$ cat src/rtl/gpio_ovr_pkg.sv
package gpio_ovr_pkg;

  // register slots relative to the base address; order is decoded behaviour
  localparam int REG_NUM     = 4;
  localparam int SLOT_W_DATA = 0;
  localparam int SLOT_W_DIR  = 1;
  localparam int SLOT_N_DATA = 2;
  localparam int SLOT_N_DIR  = 3;

  // output enable of one pin: alternate function wins over direction bit
  function automatic logic pin_drive(input logic dir_bit, input logic claim);
    return claim | dir_bit;
  endfunction

  // output level of one pin
  function automatic logic pin_level(input logic claim, input logic alt_val,
                                     input logic latch_bit);
    return claim ? alt_val : latch_bit;
  endfunction

  // data readback: driven pins show the latch, inputs show the synchronised pad
  function automatic logic readback_bit(input logic oe, input logic latch_bit,
                                        input logic sync_bit);
    return oe ? latch_bit : sync_bit;
  endfunction

endpackage

$ cat src/rtl/gpio_sync.sv
module gpio_sync #(
  parameter int WIDTH = 4
) (
  input  logic             clk,
  input  logic             rst_n,
  input  logic [WIDTH-1:0] d,
  output logic [WIDTH-1:0] q
);

  logic [WIDTH-1:0] stage1;
  logic [WIDTH-1:0] stage2;

  always_ff @(posedge clk or negedge rst_n) begin
    if (!rst_n) begin
      stage1 <= '0;
      stage2 <= '0;
    end else begin
      stage1 <= d;
      stage2 <= stage1;
    end
  end

  assign q = stage2;

  // cycles since reset, saturating, used only to arm the latency check
  logic [1:0] age;
  always_ff @(posedge clk or negedge rst_n) begin
    if (!rst_n)            age <= 2'd0;
    else if (age != 2'd3)  age <= age + 2'd1;
  end

  // synchronised value is the pad level from two edges earlier
  a_r8_sync_delay: assert property (@(posedge clk) disable iff (!rst_n)
    (age == 2'd3) |-> (q == $past(d, 2)));

endmodule

$ cat src/rtl/gpio_decode.sv
module gpio_decode
  import gpio_ovr_pkg::*;
#(
  parameter int           ADDR_W    = 8,
  parameter logic [7:0]   BASE_ADDR = 8'h7C
) (
  input  logic              clk,
  input  logic              rst_n,
  input  logic [ADDR_W-1:0] addr,
  input  logic              wr,
  input  logic              rd,
  output logic [REG_NUM-1:0] wr_sel,
  output logic [REG_NUM-1:0] rd_sel
);

  logic [REG_NUM-1:0] hit;

  for (genvar k = 0; k < REG_NUM; k++) begin : g_slot
    assign hit[k]    = (addr == ADDR_W'(BASE_ADDR + k));
    assign wr_sel[k] = hit[k] & wr;
    assign rd_sel[k] = hit[k] & rd;
  end

  // at most one register answers an access
  a_r1_one_select: assert property (@(posedge clk) disable iff (!rst_n)
    $onehot0(rd_sel) && $onehot0(wr_sel));

endmodule

$ cat src/rtl/gpio_port.sv
module gpio_port
  import gpio_ovr_pkg::*;
#(
  parameter int WIDTH = 4,
  parameter int LSB   = 0
) (
  input  logic             clk,
  input  logic             rst_n,
  input  logic             wr_data,
  input  logic             wr_dir,
  input  logic [7:0]       wdata,
  input  logic [WIDTH-1:0] claim,
  input  logic [WIDTH-1:0] alt_val,
  input  logic [WIDTH-1:0] pin_in,
  output logic [WIDTH-1:0] pin_out,
  output logic [WIDTH-1:0] pin_oe,
  output logic [7:0]       data_rd,
  output logic [7:0]       dir_rd
);

  localparam logic [7:0] FIELD_MASK = 8'(((1 << WIDTH) - 1) << LSB);

  logic [WIDTH-1:0] wfield;
  logic [WIDTH-1:0] lat_q;
  logic [WIDTH-1:0] dir_q;
  logic [WIDTH-1:0] pin_sync;
  logic [WIDTH-1:0] rd_field;

  // only the implemented bit positions reach the storage
  assign wfield = WIDTH'((wdata & FIELD_MASK) >> LSB);

  // output latch: no reset, loads on every data write
  always_ff @(posedge clk) begin
    if (wr_data) lat_q <= wfield;
  end

  // direction register: cleared by reset, never touched by a claim
  always_ff @(posedge clk or negedge rst_n) begin
    if (!rst_n)      dir_q <= '0;
    else if (wr_dir) dir_q <= wfield;
  end

  gpio_sync #(.WIDTH(WIDTH)) u_sync (
    .clk   (clk),
    .rst_n (rst_n),
    .d     (pin_in),
    .q     (pin_sync)
  );

  for (genvar i = 0; i < WIDTH; i++) begin : g_pin
    assign pin_oe[i]   = pin_drive(dir_q[i], claim[i]);
    assign pin_out[i]  = pin_level(claim[i], alt_val[i], lat_q[i]);
    assign rd_field[i] = readback_bit(pin_oe[i], lat_q[i], pin_sync[i]);
  end

  assign data_rd = 8'(rd_field) << LSB;
  assign dir_rd  = 8'(dir_q) << LSB;

  // a claimed pin drives the alternate value
  a_r4_forced_drive: assert property (@(posedge clk) disable iff (!rst_n)
    ((pin_oe & claim) == claim) && ((pin_out & claim) == (alt_val & claim)));

  // a claim change alone leaves the stored direction as it was
  a_r4_dir_untouched: assert property (@(posedge clk) disable iff (!rst_n)
    ((claim != $past(claim)) && !wr_dir) |=> (dir_q == $past(dir_q)));

  // unclaimed pins follow the stored direction bit in the same cycle
  a_r5_follow_dir: assert property (@(posedge clk) disable iff (!rst_n)
    ((pin_oe & ~claim) == (dir_q & ~claim)));

  // a data write loads the latch whatever the pin direction
  a_r9_latch_loads: assert property (@(posedge clk) disable iff (!rst_n)
    wr_data |=> (lat_q == $past(wfield)));

endmodule

$ cat src/rtl/pin_override_gpio.sv
module pin_override_gpio
  import gpio_ovr_pkg::*;
#(
  parameter int         ADDR_W    = 8,
  parameter logic [7:0] BASE_ADDR = 8'h7C,
  parameter int         WIDE_PINS = 4
) (
  input  logic                 clk,
  input  logic                 rst_n,
  input  logic [ADDR_W-1:0]    bus_addr,
  input  logic                 wr_en,
  input  logic                 rd_en,
  input  logic [7:0]           wr_data,
  output logic [7:0]           rd_data,
  input  logic [WIDE_PINS-1:0] pwm_en,
  input  logic [WIDE_PINS-1:0] pwm_wave,
  input  logic                 ext_bus_mode,
  input  logic                 bus_rw,
  input  logic [WIDE_PINS-1:0] wide_pin_in,
  output logic [WIDE_PINS-1:0] wide_pin_out,
  output logic [WIDE_PINS-1:0] wide_pin_oe,
  input  logic                 narrow_pin_in,
  output logic                 narrow_pin_out,
  output logic                 narrow_pin_oe
);

  localparam int NARROW_LSB = 7;

  logic [REG_NUM-1:0] wr_sel;
  logic [REG_NUM-1:0] rd_sel;
  logic [7:0] w_data_rd, w_dir_rd, n_data_rd, n_dir_rd;

  gpio_decode #(.ADDR_W(ADDR_W), .BASE_ADDR(BASE_ADDR)) u_decode (
    .clk    (clk),
    .rst_n  (rst_n),
    .addr   (bus_addr),
    .wr     (wr_en),
    .rd     (rd_en),
    .wr_sel (wr_sel),
    .rd_sel (rd_sel)
  );

  gpio_port #(.WIDTH(WIDE_PINS), .LSB(0)) u_wide (
    .clk     (clk),
    .rst_n   (rst_n),
    .wr_data (wr_sel[SLOT_W_DATA]),
    .wr_dir  (wr_sel[SLOT_W_DIR]),
    .wdata   (wr_data),
    .claim   (pwm_en),
    .alt_val (pwm_wave),
    .pin_in  (wide_pin_in),
    .pin_out (wide_pin_out),
    .pin_oe  (wide_pin_oe),
    .data_rd (w_data_rd),
    .dir_rd  (w_dir_rd)
  );

  gpio_port #(.WIDTH(1), .LSB(NARROW_LSB)) u_narrow (
    .clk     (clk),
    .rst_n   (rst_n),
    .wr_data (wr_sel[SLOT_N_DATA]),
    .wr_dir  (wr_sel[SLOT_N_DIR]),
    .wdata   (wr_data),
    .claim   (ext_bus_mode),
    .alt_val (bus_rw),
    .pin_in  (narrow_pin_in),
    .pin_out (narrow_pin_out),
    .pin_oe  (narrow_pin_oe),
    .data_rd (n_data_rd),
    .dir_rd  (n_dir_rd)
  );

  // read mux: selects are one-hot or empty, so an OR tree is enough
  always_comb begin
    rd_data = '0;
    if (rd_sel[SLOT_W_DATA]) rd_data = rd_data | w_data_rd;
    if (rd_sel[SLOT_W_DIR])  rd_data = rd_data | w_dir_rd;
    if (rd_sel[SLOT_N_DATA]) rd_data = rd_data | n_data_rd;
    if (rd_sel[SLOT_N_DIR])  rd_data = rd_data | n_dir_rd;
  end

  // the read bus is quiet when no read is requested
  a_r1_idle_quiet: assert property (@(posedge clk) disable iff (!rst_n)
    !rd_en |-> (rd_data == 8'h00));

  // unimplemented positions of both ports read zero
  a_r2_unused_zero: assert property (@(posedge clk) disable iff (!rst_n)
    ((rd_sel[SLOT_W_DATA] || rd_sel[SLOT_W_DIR]) |-> (rd_data[7:WIDE_PINS] == '0)) and
    ((rd_sel[SLOT_N_DATA] || rd_sel[SLOT_N_DIR]) |-> (rd_data[6:0] == 7'd0)));

  // bus mode always drives the narrow pin with the strobe
  a_r6_bus_strobe: assert property (@(posedge clk) disable iff (!rst_n)
    ext_bus_mode |-> (narrow_pin_oe && (narrow_pin_out == bus_rw)));

endmodule

$ cat config.mk
export PLATFORM = sky130hd
export DESIGN_NAME = pin_override_gpio
export DESIGN_NICKNAME = d
export VERILOG_FILES = /design/src/rtl/gpio_ovr_pkg.sv /design/src/rtl/gpio_sync.sv /design/src/rtl/gpio_decode.sv /design/src/rtl/gpio_port.sv /design/src/rtl/pin_override_gpio.sv
export SDC_FILE = /design/constraint.sdc
export NUM_CORES = 1
export LEC_CHECK = 0
export BUFFER_PORTS_ARGS = -buffer_cell sky130_fd_sc_hd__buf_2
export CAP_MARGIN = 0
export CORE_MARGIN = 2
export CORE_UTILIZATION = 38
export DETAILED_ROUTE_END_ITERATION = 8
export GPL_TIMING_DRIVEN = 0
export HOLD_SLACK_MARGIN = 0.08
export PLACE_DENSITY = 0.74
export SYNTH_ARGS = -nofsm -noshare
export SYNTH_HDL_FRONTEND = slang
export SYNTH_SLANG_ARGS = --single-unit
$ cat constraint.sdc
create_clock -name clk -period 0.9 [get_ports clk]
set_input_delay 0.135 -clock clk [delete_from_list [all_inputs] [get_ports clk]]
set_output_delay 0.135 -clock clk [all_outputs]
set_load 0.05 [all_outputs]
[Yosys cells after proc, flatten, opt, wreduce, memory -nomap -nowiden]
Index checks and enable logic that the tools add are counted.
Word-level totals
  register bits after elaboration: 20
  bits in latches: 0
  RAM bits: 0
  bits in read-only memories: 0
  bits of input ports: 35
  output and inout bits: 18
  word-level logic and storage cells: 42
  memories: 0
Cells by class
  add/subtract/negate cells: 0
  multipliers: 0
  divide/modulo/power cells: 0
  $lt $le $gt $ge: 0
  equal/unequal tests: 4
  shifts and indexed selects: 0
  muxes and demuxes: 14
  bitwise logic cells: 16
  reduce and logical (&&, ||, !) cells: 0
Operators with widths (count)
  8-bit by 7-bit equality test with 1-bit output, second input constant: 4
  8-bit 2-to-1 mux: 2
  8-bit bitwise OR: 2
  1-bit 2-to-1 mux: 10
  1-bit AND: 8
  4-bit 2-to-1 mux: 2
  1-bit bitwise OR: 5
  4-bit bitwise OR: 1

[Depth between registers and ports, before layout]
  depth after elaboration: 9
  gate-level depth with buffers: 4

[By module]
Synthesis repeated with hierarchy kept, for this count alone.
Second synthesis, totals
  cells, all modules: 109
  area, all modules: 1234.9 µm²
By module, submodules not included
  gpio_port (u_wide): instances 1, cells each 33, area each 469.2 µm², sequential area each 220.2 µm²
  gpio_port (u_narrow): instances 1, cells each 23, area each 225.2 µm², sequential area each 55.1 µm²
  gpio_sync (u_wide.u_sync): instances 1, cells each 8, area each 200.2 µm², sequential area each 200.2 µm²
  pin_override_gpio: instances 1, cells each 28, area each 193.9 µm², sequential area each 0.0 µm²
  gpio_decode: instances 1, cells each 15, area each 96.3 µm², sequential area each 0.0 µm²
  gpio_sync (u_narrow.u_sync): instances 1, cells each 2, area each 50.0 µm², sequential area each 50.0 µm²

[Worst setup path before layout]
No wires, ideal clock.
  kind: flip-flop to output port
  start: register u_narrow.dir_q
  end: output port rd_data[7]
  arrival time: 2009 ps
  data required time: 765 ps
  path slack: -1244 ps
  cell stages (with the launch flop): 4
  path buffers: 0
  cell sequence: dfrtp_1 -> nor2_1 -> o31ai_1 -> nor4_1
On the way
  longest elaborated chain between the ends: 6
Ends and longest elaborated chain
  from (decl): line gpio_port.sv:25  | logic [WIDTH-1:0] dir_q;
  from (signal assigned): line gpio_port.sv:40  | else if (wr_dir) dir_q <= wfield;
  1-bit bitwise OR: line gpio_ovr_pkg.sv:12  | return claim | dir_bit;
  1-bit 2-to-1 mux: line gpio_ovr_pkg.sv:24  | return oe ? latch_bit : sync_bit;
  8-bit bitwise OR: line pin_override_gpio.sv:78  | if (rd_sel[SLOT_N_DATA]) rd_data = rd_data | n_data_rd;
  8-bit 2-to-1 mux: line pin_override_gpio.sv:78
  8-bit bitwise OR: line pin_override_gpio.sv:79  | if (rd_sel[SLOT_N_DIR]) rd_data = rd_data | n_dir_rd;
  8-bit 2-to-1 mux (*): line pin_override_gpio.sv:79
  to (decl): line pin_override_gpio.sv:14  | output logic [7:0] rd_data,
Every way passes the cells marked *; elsewhere a longest branch is shown, timed or not.

[Worst setup path after layout]
  start: register u_wide.dir_q[1]
  end: output port rd_data[1]
On the way
  longest elaborated chain between the ends: 9
Ends and longest elaborated chain
  from (decl): line gpio_port.sv:25
  from (signal assigned): line gpio_port.sv:40
  1-bit bitwise OR: line gpio_ovr_pkg.sv:12
  1-bit 2-to-1 mux: line gpio_ovr_pkg.sv:24
  4-bit 2-to-1 mux: line pin_override_gpio.sv:76  | if (rd_sel[SLOT_W_DATA]) rd_data = rd_data | w_data_rd;
  4-bit bitwise OR: line pin_override_gpio.sv:77  | if (rd_sel[SLOT_W_DIR]) rd_data = rd_data | w_dir_rd;
  4-bit 2-to-1 mux (*): line pin_override_gpio.sv:77
  8-bit bitwise OR: line pin_override_gpio.sv:78
  8-bit 2-to-1 mux (*): line pin_override_gpio.sv:78
  8-bit bitwise OR: line pin_override_gpio.sv:79
  8-bit 2-to-1 mux (*): line pin_override_gpio.sv:79
Marked as above.

==> results.py <==
metrics = {
    "timing": {
        "finalSetupViolCount": 23,
        "finalWorstSetupSlack_ns": -0.5682,
        "slew_viol_final": 0,
        "finalHoldViolCount": 0,
        "min_period_ns": 1.468,
        "worstMarginPinSlew_ns": 0.6941,
        "relSlewSlack": 0.5337,
        "rsz0062_at_grt": "yes",
        "max_freq_mhz": 681.1,
        "finalCritPeriodShare": 1.631,
        "holdWs_ns": 0.2428,
        "skew_ns": 0.01156,
        "tns_ns": -8.504,
    },
    "route": {
        "drc": 0,
        "ant_nets": 0,
        "wl_per_cell_um": 13.25,
        "vias_per_cell": 4.738,
        "dr_total_vias": 815,
        "routed_wl_mm": 2.279,
        "dr.pass1.iters": 4,
        "drt-initial-drc-count": 13,
    },
    "clock_network": {
        "numCtsBuffers": 3,
        "cts_sinks": 20,
        "cts_tree": "built",
        "clockBufferDepth": 2,
        "h-tree-depth": 1,
        "clk_pin_slew_worst_paths_ns": 0.11,
        "clk_latency_ns": 0.30,
        "cts-root-buf": "clkbuf_4",
    },
    "critical_path": {
        "rr_worst_depth": 3,
        "path_max_fanout": 3,
        "r2r_setup_slack_ns": -0.10,
        "regToRegEndpoint": "u_wide.dir_q[0]",
        "r2r-start": "u_wide.dir_q[0]",
        "end_kind": "primary output",
        "critPathKind": "flop to primary output",
        "start_kind": "flop",
        "crit_arrival_ns": 1.33,
        "required_ns": 0.76,
    },
    "run_status": {
        "violations": "setup timing",
        "status": "complete, but fails checks",
    },
    "placed_design": {
        "pre_cts_ws_ns": -0.7478,
        "portBuffers": 46,
        "place.gp.congestion": 0.9076,
        "dp_hpwl_mm": 1.550,
        "placedCellCount": 151,
    },
    "grt": {
        "grt_start_max_net_pins": 16,
        "grt_pass1_vias": 877,
        "overflow": 0,
        "grt_pass1_wl_mm": 3.732,
        "grtUsageTotal": 0.1909,
        "antenna_found_initial": 0,
    },
    "power": {
        "p_total_mw": 1.853,
        "p_per_area_nw_per_um2": 1189,
        "p_leak_nw": 0.7306,
        "vdd_drop_max_uv": 1244,
    },
    "synth": {
        "synth_top_cell_area_share": 0.4132,
        "synth_area_um2": 908.4,
        "synthFlopType": "dfrtp_1",
        "synthDistinctLibCells": 23,
        "async_flop_share": 0.7500,
        "synth.largest_area_cell": "dfrtp_1",
        "syn_inst": 75,
        "syn_avg_cell_area_um2": 12.11,
        "ys_warn_count": 0,
        "synth_area_leaders": "dfrtp_1 41%, edfxtp_1 17%, mux2_2 12%",
        "ys_seq_area_frac": 0.5785,
        "synth_edf_count": 5,
        "synth_seq_cells": 20,
    },
    "layout": {
        "syn_to_final_growth_pct": 71.63,
        "n_antenna_cell": 0,
        "fin_nets": 180,
        "stdcell_count": 172,
        "drive_gt1_frac": 0.5833,
    },
    "floorplan": {
        "io_pins": 53,
        "start_util": 0.4067,
        "fp.coreArea_um2": 2233,
        "die_area_um2": 2797,
        "die_h_um": 52.89,
        "fp-row-count": 17,
        "die_x_um": 52.89,
    },
    "job": {
        "drv_cap": 0,
    },
    "hold_path": {
        "hold_path.class": "input port to async pin",
    },
}
[timing repair]
action	in CTS	in global routing
setup buffers	5	1
pin swaps	5	0
gates resized for setup	37	4
endpoints found under the hold margin	26	0
hold buffers	11	0
setup endpoints to repair	23	24
[worst max-delay path by stage]
stage,end,from
final,rd_data[1],u_wide.dir_q[1]
after global routing,rd_data[1],u_wide.dir_q[1]
after CTS,rd_data[1],u_wide.dir_q[1]
after detailed placement,rd_data[2],bus_addr[7]
after global placement,rd_data[2],bus_addr[7]
after floorplan,rd_data[7],u_narrow.u_sync.q
[power breakdown]
group	total [mW]	internal, mW	switching [mW]
clock	0.425	0.173	0.253
combinational	0.450	0.212	0.238
sequential	0.977	0.963	0.0145
total	1.85	1.35	0.506
[cell type report]
class / count / area, µm²
fillers: 158 / 674.4
flip-flops and latches: 20 / 525.5
repair buffers: 63 / 498.0
multi-input cells: 52 / 444.2
well taps: 28 / 35.03
clock buffers: 4 / 26.28
plain buffers: 4 / 26.28
inverters: 1 / 3.754
[critical path, stage by stage, from the launching register on]
cell and delay (ns):
dfrtp_1 0.41, or2_4 0.24, nand2_2 0.06, and3_4 0.18, buf_8 0.14
[cells in the final DEF (no fill, tap or decap)]
cell | synthesis | layout
and3_4 | 0 | 4
and4_1 | 1 | 1
and4b_1 | 1 | 1
buf_2 | 0 | 31
buf_4 | 3 | 8
buf_6 | 0 | 12
buf_8 | 0 | 4
clkbuf_1 | 1 | 2
clkbuf_4 | 0 | 3
conb_1 | 1 | 3
dfrtp_1 | 15 | 15
dlygate4sd3_1 | 0 | 11
edfxtp_1 | 5 | 5
inv_1 | 1 | 1
mux2_2 | 10 | 6
mux2_4 | 0 | 4
nand2_1 | 4 | 2
nand2_2 | 0 | 2
nand3_1 | 2 | 2
nand4_1 | 1 | 1
nand4b_1 | 1 | 1
nor2_1 | 10 | 9
nor2_2 | 0 | 1
nor3_1 | 2 | 1
nor3_4 | 0 | 1
nor3b_1 | 1 | 1
nor3b_4 | 1 | 1
nor4_4 | 0 | 1
o21ba_2 | 1 | 1
o21bai_1 | 4 | 4
o31ai_2 | 0 | 1
or2_4 | 0 | 4
[cells in the mapped netlist (all sizes together), types with 2 or more instances]
cell    count
nor2       10
nand3       2
buf         3
edfxtp      5
nor3b       2
nor3        2
nand2       4
and3        4
or2         4
dfrtp      15
mux2       10
o21bai      4
[metrics by stage]
step,util,cell area [µm²]
2_1_floorplan,-,973.4
3_3_place_gp,0.5546,1239
3_5_place_dp,0.5546,1239
4_1_cts,0.6891,1539
5_1_grt,0.6980,1559
6_report,0.6980,1559
[routing by layer]
| layer | global-route usage | vias to the layer above | share of wire |
|---|---|---|---|
| met1 | 0.1963 | 385 | 0.36 |
| li1 | - | 400 | - |
| met5 | 0 | - | 0 |
| met4 | 0.1026 | 0 | 0.022 |
| met2 | 0.3583 | 23 | 0.58 |
| met3 | 0.03672 | 7 | 0.039 |
[flip-flops by register name, indices dropped and copies added (netlist names)]
| name | flops |
|---|---|
| u_narrow.u_sync.q | 1 |
| u_wide.u_sync.q | 4 |
| u_narrow.u_sync.stage1 | 1 |
| u_wide.dir_q | 4 |
| u_narrow.dir_q | 1 |
| u_wide.lat_q | 4 |
| u_narrow.lat_q | 1 |
| u_wide.u_sync.stage1 | 4 |
[cells by family after synthesis]
group | share of synthesized area
other | 0.004128
multiplexers | 0.1240
AND/OR/NAND/NOR | 0.2080
buffers and inverters | 0.03305
AO/OA/AOI/OAI | 0.05235
flip-flops | 0.5785
(Power assumes the default switching activity.)
